File: config.mk
export PLATFORM = sky130hd
export DESIGN_NAME = edge_line_irq
export DESIGN_NICKNAME = d
export VERILOG_FILES = /design/src/rtl/eli_pkg.sv /design/src/rtl/eli_sync.sv /design/src/rtl/eli_edge.sv /design/src/rtl/eli_regs.sv /design/src/rtl/edge_line_irq.sv
export SDC_FILE = /design/constraint.sdc
export NUM_CORES = 1
export LEC_CHECK = 0
export BUFFER_PORTS_ARGS = -buffer_cell sky130_fd_sc_hd__buf_2
export CAP_MARGIN = 20
export CORE_ASPECT_RATIO = 1.25
export CORE_UTILIZATION = 50
export DETAILED_ROUTE_END_ITERATION = 6
export PLACE_DENSITY = 0.81
export SYNTH_ARGS = -nofsm -noshare
export SYNTH_HDL_FRONTEND = slang
export SYNTH_SLANG_ARGS = --single-unit
File: constraint.sdc
create_clock -name clk -period 1.55 [get_ports clk]
set_clock_uncertainty 0.05 [all_clocks]
set_input_delay 0.0775 -clock clk [delete_from_list [all_inputs] [get_ports clk]]
set_output_delay 0.0775 -clock clk [all_outputs]
set_load 0.05 [all_outputs]
File: src/rtl/eli_pkg.sv
package eli_pkg;
  localparam int unsigned OFF_MASK = 'h00;
  localparam int unsigned OFF_RISE = 'h08;
  localparam int unsigned OFF_FALL = 'h0C;
  localparam int unsigned OFF_PEND = 'h14;

  typedef enum logic [2:0] {
    SEL_NONE,
    SEL_MASK,
    SEL_RISE,
    SEL_FALL,
    SEL_PEND
  } reg_sel_e;
endpackage

File: src/rtl/eli_sync.sv
module eli_sync #(
  parameter int WIDTH  = 20,
  parameter int STAGES = 2
) (
  input  logic             clk,
  input  logic             rst,
  input  logic [WIDTH-1:0] async_in,
  output logic [WIDTH-1:0] sync_out
);
  logic [WIDTH-1:0] stage_q [STAGES];

  always_ff @(posedge clk) begin
    if (rst) stage_q[0] <= '0;
    else     stage_q[0] <= async_in;
  end

  for (genvar s = 1; s < STAGES; s++) begin : g_stage
    always_ff @(posedge clk) begin
      if (rst) stage_q[s] <= '0;
      else     stage_q[s] <= stage_q[s-1];
    end
  end

  assign sync_out = stage_q[STAGES-1];
endmodule

File: src/rtl/eli_edge.sv
module eli_edge #(
  parameter int WIDTH = 20
) (
  input  logic             clk,
  input  logic             rst,
  input  logic [WIDTH-1:0] level_in,
  output logic [WIDTH-1:0] rise_det,
  output logic [WIDTH-1:0] fall_det
);
  logic [WIDTH-1:0] prev_q;

  always_ff @(posedge clk) begin
    if (rst) prev_q <= '0;
    else     prev_q <= level_in;
  end

  assign rise_det = level_in & ~prev_q;
  assign fall_det = ~level_in & prev_q;

  // a held level may report a transition for one cycle only
  AST_LEVEL_ONCE: assert property (@(posedge clk) disable iff (rst)
    ((rise_det & $past(rise_det)) == '0) && ((fall_det & $past(fall_det)) == '0));
endmodule

File: src/rtl/eli_regs.sv
module eli_regs
  import eli_pkg::*;
#(
  parameter int NUM_LINES = 20,
  parameter int DATA_W    = 32,
  parameter int ADDR_W    = 8,
  parameter logic [NUM_LINES-1:0] LINE_PRESENT = '1
) (
  input  logic                 clk,
  input  logic                 rst,
  input  logic                 bus_valid,
  input  logic                 bus_write,
  input  logic [ADDR_W-1:0]    bus_addr,
  input  logic [DATA_W-1:0]    bus_wdata,
  input  logic [NUM_LINES-1:0] rise_det,
  input  logic [NUM_LINES-1:0] fall_det,
  output logic [DATA_W-1:0]    bus_rdata,
  output logic [NUM_LINES-1:0] irq
);
  localparam int PAD_W = DATA_W - NUM_LINES;

  logic [NUM_LINES-1:0] mask_q, rise_q, fall_q, pend_q;
  logic [NUM_LINES-1:0] mask_d, rise_d, fall_d, pend_d;
  logic [NUM_LINES-1:0] wdata_l, clr_vec, hit, hit_raw, rd_val;
  logic [DATA_W-1:0]    rdata_q;
  logic [NUM_LINES-1:0] irq_q;
  logic                 wr_en, rd_en, rise_block;
  reg_sel_e             sel;

  assign wr_en   = bus_valid & bus_write;
  assign rd_en   = bus_valid & ~bus_write;
  assign wdata_l = bus_wdata[NUM_LINES-1:0] & LINE_PRESENT;

  always_comb begin
    case (bus_addr)
      ADDR_W'(OFF_MASK): sel = SEL_MASK;
      ADDR_W'(OFF_RISE): sel = SEL_RISE;
      ADDR_W'(OFF_FALL): sel = SEL_FALL;
      ADDR_W'(OFF_PEND): sel = SEL_PEND;
      default:           sel = SEL_NONE;
    endcase
  end

  // trigger qualification; rising edges are dropped during a rise-select write
  assign rise_block = wr_en && (sel == SEL_RISE);
  assign hit_raw    = (rise_det & rise_q) | (fall_det & fall_q);
  assign hit        = ((rise_det & rise_q & {NUM_LINES{~rise_block}})
                     | (fall_det & fall_q)) & LINE_PRESENT;
  assign clr_vec    = (wr_en && sel == SEL_PEND) ? wdata_l : '0;

  always_comb begin
    mask_d = mask_q;
    rise_d = rise_q;
    fall_d = fall_q;
    if (wr_en) begin
      case (sel)
        SEL_MASK: mask_d = wdata_l;
        SEL_RISE: rise_d = wdata_l;
        SEL_FALL: fall_d = wdata_l;
        default:  ;
      endcase
    end
    pend_d = (pend_q & ~clr_vec) | hit;
  end

  always_comb begin
    case (sel)
      SEL_MASK: rd_val = mask_q;
      SEL_RISE: rd_val = rise_q;
      SEL_FALL: rd_val = fall_q;
      SEL_PEND: rd_val = pend_q;
      default:  rd_val = '0;
    endcase
  end

  always_ff @(posedge clk) begin
    if (rst) begin
      mask_q  <= '0;
      rise_q  <= '0;
      fall_q  <= '0;
      pend_q  <= '0;
      irq_q   <= '0;
      rdata_q <= '0;
    end else begin
      mask_q  <= mask_d;
      rise_q  <= rise_d;
      fall_q  <= fall_d;
      pend_q  <= pend_d;
      irq_q   <= pend_d & mask_d;
      rdata_q <= rd_en ? {{PAD_W{1'b0}}, rd_val} : '0;
    end
  end

  assign bus_rdata = rdata_q;
  assign irq       = irq_q;

  AST_PEND_STICKY: assert property (@(posedge clk) disable iff (rst)
    ($past(pend_q) & ~pend_q & ~$past(clr_vec)) == '0);
  AST_PEND_CAUSE: assert property (@(posedge clk) disable iff (rst)
    (pend_q & ~$past(pend_q) & ~$past(hit_raw)) == '0);
  AST_RISE_WR_DROP: assert property (@(posedge clk) disable iff (rst)
    rise_block |=> ((pend_q & ~$past(pend_q) & $past(rise_det)) == '0));
  AST_IRQ_GATED: assert property (@(posedge clk) disable iff (rst)
    (irq_q & ~mask_q) == '0);
  AST_RDATA_IDLE: assert property (@(posedge clk) disable iff (rst)
    !$past(rd_en) |-> (rdata_q == '0));
endmodule

File: src/rtl/edge_line_irq.sv
module edge_line_irq #(
  parameter int NUM_LINES = 20,
  parameter int DATA_W    = 32,
  parameter int ADDR_W    = 8,
  parameter int SYNC_STAGES = 2,
  parameter logic [NUM_LINES-1:0] LINE_PRESENT = 20'hB_FFFF
) (
  input  logic                 clk,
  input  logic                 rst,
  input  logic [NUM_LINES-1:0] line_in,
  input  logic                 bus_valid,
  input  logic                 bus_write,
  input  logic [ADDR_W-1:0]    bus_addr,
  input  logic [DATA_W-1:0]    bus_wdata,
  output logic [DATA_W-1:0]    bus_rdata,
  output logic [NUM_LINES-1:0] irq_out
);
  logic [NUM_LINES-1:0] line_sync, rise_det, fall_det;

  eli_sync #(.WIDTH(NUM_LINES), .STAGES(SYNC_STAGES)) u_sync (
    .clk      (clk),
    .rst      (rst),
    .async_in (line_in),
    .sync_out (line_sync)
  );

  eli_edge #(.WIDTH(NUM_LINES)) u_edge (
    .clk      (clk),
    .rst      (rst),
    .level_in (line_sync),
    .rise_det (rise_det),
    .fall_det (fall_det)
  );

  eli_regs #(
    .NUM_LINES    (NUM_LINES),
    .DATA_W       (DATA_W),
    .ADDR_W       (ADDR_W),
    .LINE_PRESENT (LINE_PRESENT)
  ) u_regs (
    .clk       (clk),
    .rst       (rst),
    .bus_valid (bus_valid),
    .bus_write (bus_write),
    .bus_addr  (bus_addr),
    .bus_wdata (bus_wdata),
    .rise_det  (rise_det),
    .fall_det  (fall_det),
    .bus_rdata (bus_rdata),
    .irq       (irq_out)
  );
endmodule

Word-level counts from Yosys, hierarchy flattened

Memory sizes are Yosys's and may differ from the RTL's.
Cells that the tools add are included.

Register bits: 150
Bits in latches: 0
Memory bits (writable): 40
ROM bits: 0
Input port bits: 64
Output and inout port bits: 52
Word-level logic and storage cells: 51
Memories: 1

$add $sub $neg: 0
Multipliers: 0
Divide/modulo/power cells: 0
Magnitude comparators: 0
Equal/unequal tests: 7
Shifts and indexed selects: 0
Mux-type cells: 10
Bitwise logic cells: 19
Reductions and logical operators: 6

Memory list:

| memory         | depth | bits a word | rd ports | clocked after memory_dff | wr ports | RTL line       | text |
|---|---|---|---|---|---|---|---|
| u_sync.stage_q | 2     | 20          | 2        | 0                        | 2        | eli_sync.sv:10 | `logic [WIDTH-1:0] stage_q [STAGES];` |

Operators with widths:

| kind                                                | number |
|---|---|
| bitwise AND 20 bit                                  | 7 |
| two-way mux 20 bit                                  | 5 |
| one-hot mux 20 bit (4 select lines)                 | 1 |
| inverter 20 bit                                     | 3 |
| OR 20 bit                                           | 2 |
| equality test 8 x 4 -> 1 bit, second input constant | 2 |
| one-hot mux 3 bit (4 select lines)                  | 1 |
| equality test 8 x 5 -> 1 bit, second input constant | 1 |
| zero test 8 bit                                     | 1 |
| equality test 3 x 2 -> 1 bit, second input constant | 2 |
| AND reduction 2 bit                                 | 2 |
| equality test 3 x 1 -> 1 bit, second input constant | 1 |
| equality test 3 bit, second input constant          | 1 |
| two-way mux 1 bit                                   | 3 |
| inverter 1 bit                                      | 3 |
| bitwise AND 1 bit                                   | 2 |
| logical AND 1 bit                                   | 2 |
| OR 1 bit                                            | 2 |
| OR reduction 2 bit                                  | 1 |

Logic depth before layout (Yosys ltp)

Depth in word-level cells: 9
Gate-level depth with buffers: 7
Gate-level depth less buffers: 4

Modules after synthesis

From an unflattened synthesis, not the netlist that was laid out.

Cell total of the unflattened synthesis: 654
Area, all modules: 6,754.0 um^2

By module, submodules not included:

| module   | instances | cells an instance | area an instance (um^2) | sequential area each (um^2) |
|---|---|---|---|---|
| eli_regs | 1         | 488               | 4,749.6                 | 2,282.2 |
| eli_sync | 1         | 84                | 1,156.1                 | 800.8 |
| eli_edge | 1         | 82                | 848.3                   | 400.4 |

Worst setup path after synthesis

Ideal clock, no wire load.

Path type: input port to flip-flop
Start: input port bus_addr[5]
End: register u_regs.irq_q[19] (netlist: u_regs.irq[19])
Library setup time: 0.132 ns
Data arrival time: 1.170 ns
Data required time: 1.368 ns
Slack: 0.198 ns
Stages: 6
Path buffers: 2
Cells stage by stage: nor4b_4 -> nand3_1 -> buf_2 -> buf_6 -> a221oi_2 -> nor3_1

Cells in the longest elaborated chain, start to end: 9
Elaborated cells on any way between the ends: 20
Classes of those cells: 6 x eq/ne; 4 x mux; 7 x bitwise; 3 x reduce/logical

RTL lines:

| what                                                                | RTL line                       | text |
|---|---|---|
| start, declared                                                     | edge_line_irq.sv:13            | `input logic [ADDR_W-1:0] bus_addr,` |
| equality test 8 x 5 -> 1 bit, or another cell as far along          | eli_regs.sv:35                 | `case (bus_addr)` |
| one-hot mux 3 bit (4 select lines) (*)                              | eli_regs.sv:35                 |  |
| equality test 3 bit or equality test 3 x 2 -> 1 bit (tied branches) | eli_regs.sv:49, eli_regs.sv:45 |  |
| logical AND 1 bit, on equally long branches                         | eli_regs.sv:49, eli_regs.sv:45 |  |
| two-way mux 20 bit or inverter 1 bit (tied branches)                | eli_regs.sv:49, eli_regs.sv:47 |  |
| inverter 20 bit or bitwise AND 20 bit (tied branches)               | eli_regs.sv:63, eli_regs.sv:47 |  |
| bitwise AND 20 bit or OR 20 bit (tied branches)                     | eli_regs.sv:63, eli_regs.sv:48 |  |
| OR 20 bit                                                           | eli_regs.sv:63                 | `pend_d = (pend_q & ~clr_vec) \| hit;` |
| bitwise AND 20 bit (*)                                              | eli_regs.sv:89                 | `irq_q <= pend_d & mask_d;` |
| end signal, assigned                                                | eli_regs.sv:89                 |  |
| end, declared                                                       | eli_regs.sv:26                 | `logic [NUM_LINES-1:0] irq_q;` |

Every way passes the cells marked *; elsewhere a longest branch is shown, timed or not.
A chain may end at the register's enable or synchronous reset.

Worst setup path after layout

Start: input port bus_addr[5]
End: register u_regs.irq_q[6] (netlist: u_regs.irq[6])

Same word-level chain as after synthesis.

==> out/summary.json <==
{
  "clock_tree": {
    "cts_tree": "built",
    "clock_tree.buffer_depth": 2,
    "post_cts.repair.setup_buffers": 0,
    "cts_sinks": 171,
    "numCtsBuffers": 17,
    "clk_pin_slew_ns": 0.06,
    "htreeDepth": 4,
    "clock_network_latency_to_the_later_pin_of_the_worst_skew_pair_ns": 0.41,
    "cts-root-buf": "clkbuf_16"
  },
  "worst_setup_path": {
    "cp_max_fanout": 14,
    "worst_ep_required_time_ns": 1.78,
    "reg2reg_from": "u_sync.stage_q[1][6]",
    "reg2regPathDepth": 3,
    "crit_path_end_kind": "flop",
    "timing_worst_setup_path_type": "in2reg",
    "reg2reg_setup_slack_ns": 0.42,
    "critPathLaunch": "bus_addr[5]",
    "r2r_end": "u_regs.irq[6]",
    "worstPathArrival_ns": 1.54,
    "worst_setup_path_start_kind": "input port"
  },
  "sta": {
    "worst_slack_ns": 0.239,
    "setup_repair_after_global_routing_missed_its_margin": "false",
    "hold_viol_final": 0,
    "period_share": 0.846,
    "fin_setup_tns_ns": 0,
    "finalSetupViolCount": 0,
    "achievable-frequency_mhz": 763,
    "finalMaxSlewViolations": 0,
    "layout_min_cycle_time_ns": 1.31
  },
  "drt": {
    "routed_via_density": 5.45,
    "postRouteAntennaNets": 0,
    "route.final.wire_length_um": 14800,
    "dr.max_layer_used": "met4",
    "drt_iter0_markers": 392,
    "dr_vias": 5032,
    "detail_route.first_pass.iterations": 5,
    "met1_layer_wirelength_in_the_final_routing_um": 5970,
    "detail_route.drc_violations": 0,
    "wire_length_per_cell_after_detailed_routing_um": 16.0,
    "wire_length_on_met2_um": 7480,
    "met3WireLength_um": 884
  },
  "synthesis": {
    "ys_types": 26,
    "synth_edf_count": 0,
    "main_synth_ff_type": "dfxtp_1",
    "synth_seq_cells": 171,
    "post_synth.cell_area_avg_sq_um": 10.1,
    "synth-warning-count": 0,
    "postSynthCellCount": 624,
    "synth_seq_area_share": 0.542,
    "mappedNetlistArea_sq_um": 6320,
    "ys_async_sr_fraction": 0
  },
  "global_routing": {
    "grt_pass1_wl_um": 23300,
    "maximum_number_of_pins_on_one_net_before_global_route_repair": 84,
    "gr-total-overflow": 0,
    "first_global_vias": 4903,
    "gr-usage-all-layers": 0.234,
    "grt_antenna_before_repair": 0
  },
  "final_layout": {
    "final_cell_utilization_of_the_core": 0.644,
    "net_count_reported_at_finish": 812,
    "drive_above_1_share": 0.199,
    "commonest_cells_after_routing_fill_and_taps_aside": "171 x dfxtp_1, 98 x nor2_1, 86 x buf_2",
    "final_common_cell": "dfxtp_1",
    "regArea_sq_um": 3420,
    "flow.area_growth_from_synthesis_pct": 24.5,
    "multi_input_comb_area_sq_um": 2650,
    "antenna_cells_inserted": 0,
    "fillerInstances": 984
  },
  "floorplanning": {
    "die_width_um": 103,
    "rows": 45,
    "core_sq_um": 12200,
    "die_h_um": 128,
    "floorplan.io_pins": 116,
    "initial_core_util": 0.517,
    "die_area_sq_um": 13100
  },
  "min_path": {
    "hp-start": "rst",
    "holdPathEnd": "u_sync.stage_q[1][4]",
    "min_path_type": "in2reg",
    "min_delay_path_depth": 3
  },
  "power": {
    "power_leakage_nw": 3.62,
    "maximum_resistive_drop_on_vdd_mv": 0.775,
    "p_per_area_nw_per_um2": 1110
  },
  "run": {
    "max_cap_violations": 0
  },
  "placement": {
    "post-place-ws_ns": -0.123,
    "dp_hpwl_um": 9310,
    "globalplace.congestion": 0.802,
    "placement.io_buffers": 87
  },
  "outcome": {
    "status": "completed"
  }
}
logic make-up after synthesis:
| group | share of synthesized area |
|---|---|
| AOI/OAI and AO/OA | 0.0990 |
| buffers and inverters | 0.0503 |
| DFF | 0.542 |
| muxes | 0.0903 |
| other | 0.000593 |
| and+or+nand+nor | 0.218 |
critical path, cell delays in order:
cell	delay, ns
buf_2	0.11
nor4b_4	0.41
buf_4	0.33
nand4_1	0.14
a221oi_1	0.36
nor3_1	0.10
state kept, by name (all words and copies together), names as in the netlist:
register,flops
u_sync.stage_q,38
u_edge.prev_q,19
u_regs.bus_rdata,19
u_regs.fall_q,19
u_regs.irq,19
u_regs.mask_q,19
u_regs.pend_q,19
u_regs.rise_q,19
report_power, final:
part / switching, W / internal (W) / total, W
Combinational: 0.000295 / 0.000192 / 0.000487
Sequential: 0.0000257 / 0.00446 / 0.00448
Clock: 0.00160 / 0.00217 / 0.00377
cells in the mapped netlist (2+ instances only):
library cell / instances / area share
and3b_1: 20 / 0.028
o21ai_0: 19 / 0.015
buf_6: 3 / 0.0053
a221oi_1: 9 / 0.012
a22oi_1: 38 / 0.045
and2_1: 20 / 0.020
nand4_1: 20 / 0.020
mux2i_1: 57 / 0.090
clkbuf_1: 21 / 0.012
nor3_1: 19 / 0.015
a221oi_2: 10 / 0.024
buf_4: 17 / 0.020
buf_2: 14 / 0.011
dfxtp_1: 171 / 0.54
nor2b_1: 57 / 0.056
nand3_1: 2 / 0.0016
nand2_1: 20 / 0.012
nor2_1: 99 / 0.059
metrics by stage:
step	power (W)	hold slack (ns)	cells	area, sq um
3_3_place_gp	0.00497	0.236	855	6960
5_1_grt	0.00903	0.117	924	7870
2_1_floorplan	0.00483	0.156	637	6370
3_5_place_dp	0.00498	0.243	855	6960
6_report	0.00874	0.102	924	7870
4_1_cts	0.00879	0.105	924	7870
area by class of cell:
type	instances	area share
repair buffers	148	0.135
clock inverters	6	0.00493
multi-input cells	409	0.336
well taps	164	0.0261
flip-flops and latches	171	0.435
inverters	1	0.000477
clock buffers	25	0.0617
worst max path at each step:
stage | to | slack [ns] | cells past startpoint
floorplan | u_regs.irq[19] | 0.20 | 6
CTS | u_regs.irq[6] | 0.28 | 6
global placement | u_regs.irq[4] | -0.04 | 6
global route | u_regs.irq[6] | 0.19 | 6
finish | u_regs.irq[6] | 0.24 | 6
detailed placement | u_regs.irq[5] | -0.12 | 6
metal layers:
layer	vias to the layer above	global-route usage
met3	43	0.0534
met2	221	0.395
met5	-	0
li1	2374	-
met1	2394	0.272
met4	0	0.123
what timing repair did:
| item | in CTS | in global routing |
|---|---|---|
| gates resized for setup | 0 | 0 |
| hold buffers | 38 | 0 |
| hold endpoints to repair | 90 | 0 |
Power figures use the tool's default switching activity.
